==> src/rtl/mdm_pkg.sv <==
package mdm_pkg;
    localparam int DW      = 8;
    localparam int AW      = 2;
    localparam int NLINES  = 4;
    localparam int CTRL_W  = 5;

    localparam logic [AW-1:0] A_CTRL = 2'd0;
    localparam logic [AW-1:0] A_STAT = 2'd1;
    localparam logic [AW-1:0] A_IEN  = 2'd2;

    // line index inside the modem vector; order fixes status bit positions
    localparam int L_CTS = 0;
    localparam int L_DSR = 1;
    localparam int L_RI  = 2;
    localparam int L_DCD = 3;

    localparam int C_GPO1 = 2;
    localparam int C_GPO2 = 3;
    localparam int C_LOOP = 4;
    localparam int IE_BIT = 3;

    // lines whose flag captures only the low-to-high pin transition
    localparam logic [NLINES-1:0] RISE_ONLY = 4'b0100;

    typedef struct packed {
        logic [CTRL_W-1:0] ctrl;
        logic              ien;
    } regs_t;
endpackage

==> src/rtl/mdm_sync.sv <==
module mdm_sync #(
    parameter int N      = 4,
    parameter int STAGES = 2
) (
    input  logic         clk,
    input  logic         rst,
    input  logic [N-1:0] din,
    output logic [N-1:0] dout
);
    logic [N-1:0] stage_d [STAGES];
    logic [N-1:0] stage_q [STAGES];

    always_comb begin
        stage_d[0] = din;
        for (int i = 1; i < STAGES; i++) begin
            stage_d[i] = stage_q[i-1];
        end
    end

    generate
        for (genvar g = 0; g < STAGES; g++) begin : g_stage
            always_ff @(posedge clk) begin
                if (rst) stage_q[g] <= '1;
                else     stage_q[g] <= stage_d[g];
            end
        end
    endgenerate

    assign dout = stage_q[STAGES-1];
endmodule

==> src/rtl/mdm_delta.sv <==
module mdm_delta #(
    parameter int              N    = 4,
    parameter logic [N-1:0]    RISE = '0
) (
    input  logic         clk,
    input  logic         rst,
    input  logic [N-1:0] lvl,
    input  logic         clr,
    output logic [N-1:0] flags
);
    typedef struct packed {
        logic [N-1:0] prev;
        logic [N-1:0] flg;
    } st_t;

    st_t          st_d, st_q;
    logic [N-1:0] evt;

    generate
        for (genvar g = 0; g < N; g++) begin : g_evt
            if (RISE[g]) begin : g_rise
                assign evt[g] = lvl[g] & ~st_q.prev[g];
            end else begin : g_any
                assign evt[g] = lvl[g] ^ st_q.prev[g];
            end
        end
    endgenerate

    always_comb begin
        st_d      = st_q;
        st_d.prev = lvl;
        st_d.flg  = (clr ? '0 : st_q.flg) | evt;
    end

    always_ff @(posedge clk) begin
        if (rst) begin
            st_q.prev <= '1;
            st_q.flg  <= '0;
        end else begin
            st_q <= st_d;
        end
    end

    assign flags = st_q.flg;

    p_read_clear_r8: assert property (@(posedge clk) disable iff (rst)
        (clr && (lvl == st_q.prev)) |=> (flags == '0));

    generate
        for (genvar g = 0; g < N; g++) begin : g_chk
            if (RISE[g]) begin : g_rchk
                p_trail_edge_r5: assert property (@(posedge clk) disable iff (rst)
                    $rose(flags[g]) |-> ($past(lvl[g]) && !$past(st_q.prev[g])));
            end else begin : g_achk
                p_any_change_r6: assert property (@(posedge clk) disable iff (rst)
                    $rose(flags[g]) |-> ($past(lvl[g]) != $past(st_q.prev[g])));
            end
        end
    endgenerate
endmodule

==> src/rtl/mdm_ctrl_stat.sv <==
module mdm_ctrl_stat
    import mdm_pkg::*;
#(
    parameter int SYNC_STAGES = 2
) (
    input  logic          clk,
    input  logic          rst,
    input  logic          wr_en,
    input  logic          rd_en,
    input  logic [AW-1:0] addr,
    input  logic [DW-1:0] wdata,
    output logic [DW-1:0] rdata,
    input  logic          cts_n,
    input  logic          dsr_n,
    input  logic          ri_n,
    input  logic          dcd_n,
    output logic          gpo1_n,
    output logic          gpo2_n,
    output logic          loop_mode,
    output logic          modem_irq
);
    regs_t             r_d, r_q;
    logic [NLINES-1:0] pins, lvl, flags;
    logic              stat_rd;

    assign pins = {dcd_n, ri_n, dsr_n, cts_n};

    mdm_sync #(.N(NLINES), .STAGES(SYNC_STAGES)) i_sync (
        .clk  (clk),
        .rst  (rst),
        .din  (pins),
        .dout (lvl)
    );

    assign stat_rd = rd_en && (addr == A_STAT);

    mdm_delta #(.N(NLINES), .RISE(RISE_ONLY)) i_delta (
        .clk   (clk),
        .rst   (rst),
        .lvl   (lvl),
        .clr   (stat_rd),
        .flags (flags)
    );

    always_comb begin
        r_d = r_q;
        if (wr_en && addr == A_CTRL) r_d.ctrl = wdata[CTRL_W-1:0];
        if (wr_en && addr == A_IEN)  r_d.ien  = wdata[IE_BIT];
    end

    always_ff @(posedge clk) begin
        if (rst) r_q <= '0;
        else     r_q <= r_d;
    end

    always_comb begin
        rdata = '0;
        case (addr)
            A_CTRL:  rdata[CTRL_W-1:0] = r_q.ctrl;
            A_STAT:  rdata = {~lvl, flags};
            A_IEN:   rdata[IE_BIT] = r_q.ien;
            default: rdata = '0;
        endcase
    end

    assign loop_mode = r_q.ctrl[C_LOOP];
    assign gpo1_n    = ~(r_q.ctrl[C_GPO1] & ~r_q.ctrl[C_LOOP]);
    assign gpo2_n    = ~(r_q.ctrl[C_GPO2] & ~r_q.ctrl[C_LOOP]);
    assign modem_irq = r_q.ien & (|flags);

    p_loop_quiet_r3: assert property (@(posedge clk) disable iff (rst)
        (wr_en && addr == A_CTRL && wdata[C_LOOP]) |=> (gpo1_n && gpo2_n && loop_mode));

    p_gpo_drive_r2: assert property (@(posedge clk) disable iff (rst)
        (wr_en && addr == A_CTRL && wdata[C_GPO1] && !wdata[C_LOOP]) |=> !gpo1_n);

    p_irq_off_r7: assert property (@(posedge clk) disable iff (rst)
        (wr_en && addr == A_IEN && !wdata[IE_BIT]) |=> !modem_irq);
endmodule

==> config.mk <==
export PLATFORM = sky130hd
export DESIGN_NAME = mdm_ctrl_stat
export DESIGN_NICKNAME = d
export VERILOG_FILES = /design/src/rtl/mdm_pkg.sv /design/src/rtl/mdm_sync.sv /design/src/rtl/mdm_delta.sv /design/src/rtl/mdm_ctrl_stat.sv
export SDC_FILE = /design/constraint.sdc
export NUM_CORES = 1
export LEC_CHECK = 0
export BUFFER_PORTS_ARGS = -buffer_cell sky130_fd_sc_hd__buf_2
export CAP_MARGIN = 10
export CORE_MARGIN = 5
export CORE_UTILIZATION = 45
export DETAILED_ROUTE_END_ITERATION = 10
export PLACE_DENSITY = 0.79
export SKIP_CTS_REPAIR_TIMING = 1
export SYNTH_ARGS = -nofsm -noshare
export SYNTH_HDL_FRONTEND = slang
export SYNTH_SLANG_ARGS = --single-unit
==> constraint.sdc <==
create_clock -name clk -period 1 [get_ports clk]
set_input_delay 0.1 -clock clk [delete_from_list [all_inputs] [get_ports clk]]
set_output_delay 0.1 -clock clk [all_outputs]
set_load 0.03 [all_outputs]
==> results of run 1 <==
[power breakdown]
part / internal (uW) / switching, uW
sequential: 917 / 26.6
combinational: 144 / 120
clock: 405 / 263
[metal layers]
metal / GRT usage / vias to the layer above / share of wire
li1: - / 368 / -
met1: 0.1554 / 341 / 0.42
met2: 0.2224 / 20 / 0.53
met3: 0.04021 / 0 / 0.053
met4: 0.08097 / 0 / 0
met5: 0 / - / 0
[worst paths after layout]
check                                     to  slack (ns)  cells after the start
max                                modem_irq       -0.33                      2
min                   loop_mode$_SDFFE_PP0P_        0.05                      3
max reg2reg       i_delta.st_q[5]$_SDFF_PP1_        0.14                      2
min reg2reg  i_sync.stage_q[1][2]$_SDFF_PP1_        0.42                      1
[sequential cells by signal, indices dropped and copies added (netlist names)]
| signal | flops |
|---|---|
| i_delta.st_q | 4 |
| i_sync.stage_q | 8 |
| loop_mode | 1 |
| r_q | 5 |
| i_delta.flags | 4 |
[synthesized netlist by cell type (all sizes together)]
cell type / n
inv: 1
o22ai: 4
nand2b: 17
or2b: 1
buf: 2
or2: 12
nand3b: 1
o41a: 1
and3b: 1
dfxtp: 22
clkbuf: 3
a211oi: 1
nor3b: 1
nor2: 8
o2bb2ai: 1
xnor2: 3
mux2i: 10
[cell type report]
| cell class | instances | share of cell area |
|---|---|---|
| clock buffers | 3 | 0.01698 |
| clock inverters | 1 | 0.02264 |
| inverters | 1 | 0.002830 |
| multi-input cells | 61 | 0.3623 |
| flip-flops and latches | 22 | 0.3425 |
| well taps | 27 | 0.02547 |
| repair buffers | 39 | 0.2274 |
[kinds of logic (layout without fill, tap and decap cells)]
kind of cell | count (synthesis) | after routing | synth area share
DFF | 22 | 22 | 0.4848
buffers and inverters | 6 | 44 | 0.03719
muxes | 10 | 10 | 0.1102
and+or+nand+nor | 41 | 41 | 0.2810
xor gates and xnor gates | 3 | 3 | 0.02893
AOI/OAI and AO/OA | 7 | 7 | 0.05785
[per-stage QoR]
stage               setup WS (ns)    util  instance area, um2  TNS [ns]
floorplan                -0.09065       -               934.6  -0.09065
global placement         -0.01158  0.5773                1121  -0.01158
detailed placement       -0.03208  0.5773                1121  -0.03448
CTS                       -0.3604  0.6044                1174    -2.068
global route              -0.3897  0.6830                1326    -2.123
finish                    -0.3320  0.6830                1326    -1.484
[worst min-delay path: stages]
cell,delay (ns)
buf_2,0.10
nand2b_1,0.06
mux2i_1,0.06
==> impl_metrics.ini, run 1 <==
[global_routing]
antenna_found_initial = 0
grt_max_degree = 32
track_usage = 0.1359
grt_pass1_wl_um = 2877
first_global_vias = 672
gr-total-overflow = 0

[setup_path]
path_cells = o41a_1, buf_6
worst_path_dominant_cell_family = compound AO/OA/AOI/OAI gates
worstPathRequired_ns = 0.90
slowest_stage = o41a_1
r2r_start = i_sync.stage_q[1][1]$_SDFF_PP1_
path_class = reg2out
start_kind = register
arrival_ns = 1.23
cp_num_buf_inv = 1
cp_max_fo = 2
setup.worst_path.start = i_delta.flags[2]$_SDFF_PP0_
max_stage_delay_ns = 0.43
end_kind = primary output

[logic_synthesis]
yosysSeqAreaShare = 0.4848
synth_top_area_share = 0.4848
synth_top_area_cell = dfxtp_1
ys_types = 18
synthTopCellsByArea = dfxtp_1 (48%), nand2b_1 (12%), mux2i_1 (11%)
syn_area_per_cell_um2 = 10.21
synth_nets = 107
yosys_register_bits = 22
netlist_area_um2 = 908.4
syn_inst = 89
ys_warn_count = 0

[sta]
timing.hold.ws_ns = 0.04998
rsz0062_at_grt = yes
fin_ws_ns = -0.3320
timing.final.crit_share = 1.332
setup_violations = 11
finClkSkew_ns = 0.01238
fin_crit_ns = 1.332
relSlewSlack = 0.7551
hold_viol_final = 0
maxSlewViolCount = 0
worst_pin_slew_ns = 0.3673
fmax_mhz = 750.8

[clock_network]
cts_buffers = 3
ctsLongestPathBuffers = 2
clkLatencyLatePin_ns = 0.31
clock-root-buffer = clkbuf_4
cts_tree = yes
clk_pin_slew_ns = 0.13
htree_levels = 1
cts_sinks = 22

[drt]
avgViaCountPerCell = 4.734
drtAntennaViolNets = 0
wl_per_cell_um = 12.47
drc_errors = 0
totalWireLength_um = 1921
drtIter0Drc = 6
route.vias.total = 729
firstDrtPassIters = 2

[die]
core-area_um2 = 1942
die_y_um = 54.93
start_util = 0.4678
dieArea_um2 = 3017
rows = 16
io_pins = 30
die_w_um = 54.93

[min_path]
hold_path_class = in2reg
hp-start = wdata[4]

[layout]
instances_no_fill = 154
final_common_cell = nand2b_1
final_nets = 146
final_cell_mix = nand2b_1 (15), buf_2 (14), dfxtp_1 (13)
diodes = 0
multi_input_area_um2 = 480.5
register_area_um2 = 454.2
drive_above_1_share = 0.5433
nFillCells = 150
synthToLayoutAreaGrowth_pct = 46.01

[placement]
io_buffers = 26
dp.cells = 144
dpl.hpwl_um = 1309
gp_congestion = 0.7078

[power_and_ir_drop]
fin_total_pwr_uw = 1876
p_leak_uw = 0.0005494
powerDensity_nw_per_um2 = 1414
ir_drop_v = 0.0008491

[run]
cap_violations = 0

[outcome]
outcome = complete, but fails checks
violations = negative setup slack
Power figures use the tool's default switching activity.
==> run 2: changes to the inputs <==
--- a/config.mk
+++ b/config.mk
@@ -11,7 +11,6 @@
 export CORE_UTILIZATION = 45
 export DETAILED_ROUTE_END_ITERATION = 10
 export PLACE_DENSITY = 0.79
-export SKIP_CTS_REPAIR_TIMING = 1
 export SYNTH_ARGS = -nofsm -noshare
 export SYNTH_HDL_FRONTEND = slang
 export SYNTH_SLANG_ARGS = --single-unit
==> impl_metrics.ini, run 2 (same netlist as run 1, synthesis figures left out) <==
[setup_path]
worstPathRequired_ns = 0.90
path_class = reg2out
arrival_ns = 1.23
start_kind = register
cp_max_fo = 2
end_kind = primary output

[placement]
pre_cts_ws_ns = -0.03208
dpl.hpwl_um = 1309
gp_congestion = 0.7078
postPlaceCellArea_um2 = 1121
io_buffers = 26

[drt]
drtIter0Drc = 14
wl_per_cell_um = 12.48
totalWireLength_um = 1985
firstDrtPassIters = 3
drtAntennaViolNets = 0
avgViaCountPerCell = 4.742
drc_errors = 0
route.vias.total = 754

[power_and_ir_drop]
ir_drop_v = 0.0008504
powerDensity_nw_per_um2 = 1374
fin_total_pwr_uw = 1895
p_leak_uw = 0.0005733

[sta]
relSlewSlack = 0.7475
setup_violations = 9
worst_pin_slew_ns = 0.3788
timing.final.crit_share = 1.330
timing.hold.ws_ns = 0.05003
fmax_mhz = 752.1
maxSlewViolCount = 0
fin_crit_ns = 1.330
finClkSkew_ns = 0.01162
rsz0062_at_grt = yes
fin_ws_ns = -0.3297
hold_viol_final = 0

[layout]
design_area_um2 = 1379
largest_register_ffs = 8
diodes = 0
drive_above_1_share = 0.5909
final_nets = 151
final_common_cell = buf_4
synthToLayoutAreaGrowth_pct = 51.79
top_regs = i_sync.stage_q: 8 flops, r_q: 5 flops
top_register = i_sync.stage_q
utilization = 0.7101
final_cell_mix = buf_4 (16), nand2b_1 (15), buf_2 (14)

[global_routing]
first_global_vias = 779
track_usage = 0.1527
grt_pass1_wl_um = 3270
grt_max_degree = 32
gr-total-overflow = 0
antenna_found_initial = 0

[clock_network]
clock-root-buffer = clkbuf_4
cts_sinks = 22
htree_levels = 1
cts_buffers = 3
clkLatencyLatePin_ns = 0.31
clk_pin_slew_ns = 0.13
ctsLongestPathBuffers = 2
cts_tree = yes

[min_path]
hold_path_class = in2reg

[die]
core-area_um2 = 1942
die_w_um = 54.93
rows = 16
dieArea_um2 = 3017
die_y_um = 54.93
start_util = 0.4678
io_pins = 30

[outcome]
outcome = complete, but fails checks
violations = negative setup slack

[run]
cap_violations = 0
run 2: metrics by stage:
step / instances / setup TNS, ns
after detailed placement: 144 / -0.03448
after global placement: 144 / -0.01158
after global routing: 159 / -1.964
after CTS: 157 / -1.439
after floorplan: 89 / -0.09065
final: 159 / -1.361
run 2: cell type report:
| cell class | count | area (um2) |
|---|---|---|
| fillers | 141 | 563.0 |
| multi-input cells | 61 | 486.7 |
| flip-flops and latches | 22 | 459.2 |
| repair buffers | 44 | 342.8 |
| well taps | 27 | 33.78 |
| clock inverters | 1 | 30.03 |
| clock buffers | 3 | 22.52 |
| inverters | 1 | 3.754 |
run 2: timing repair:
item,in CTS,in global routing
gates resized for setup,36,4
buffers inserted,5,2
hold buffers,4,0
endpoints found under the hold margin,4,0
pin swaps,5,1
setup endpoints to repair,12,11
run 2: layer usage:
layer  part of all wire  routed length (um)  up-vias  global-route usage
met2               0.55                1084       20              0.2717
li1                   -                   -      378                   -
met1               0.40                 791      354              0.1636
met3              0.051                 102        2             0.04021
met4             0.0035                   7        0             0.08097
met5                  0                   0        -                   0
run 2: final timing paths:
kind	cells past startpoint	from	slack [ns]	endpoint
max reg2reg	2	i_sync.stage_q[1][1]$_SDFF_PP1_	0.15	i_delta.st_q[5]$_SDFF_PP1_
min reg2reg	1	i_sync.stage_q[0][2]$_SDFF_PP1_	0.42	i_sync.stage_q[1][2]$_SDFF_PP1_
min	3	wdata[4]	0.05	loop_mode$_SDFFE_PP0P_
max	2	i_delta.flags[3]$_SDFF_PP0_	-0.33	modem_irq
run 2: critical path: stages, from the launching register on:
cell	delay, ns
dfxtp_2	0.34
o41a_1	0.43
buf_6	0.15
run 2: where the power goes:
group / leakage, uW / internal (uW) / switching, uW
clock network: 0.0000279 / 405 / 266
logic: 0.000363 / 156 / 127
registers: 0.000183 / 916 / 24.7
total: 0.000573 / 1480 / 417
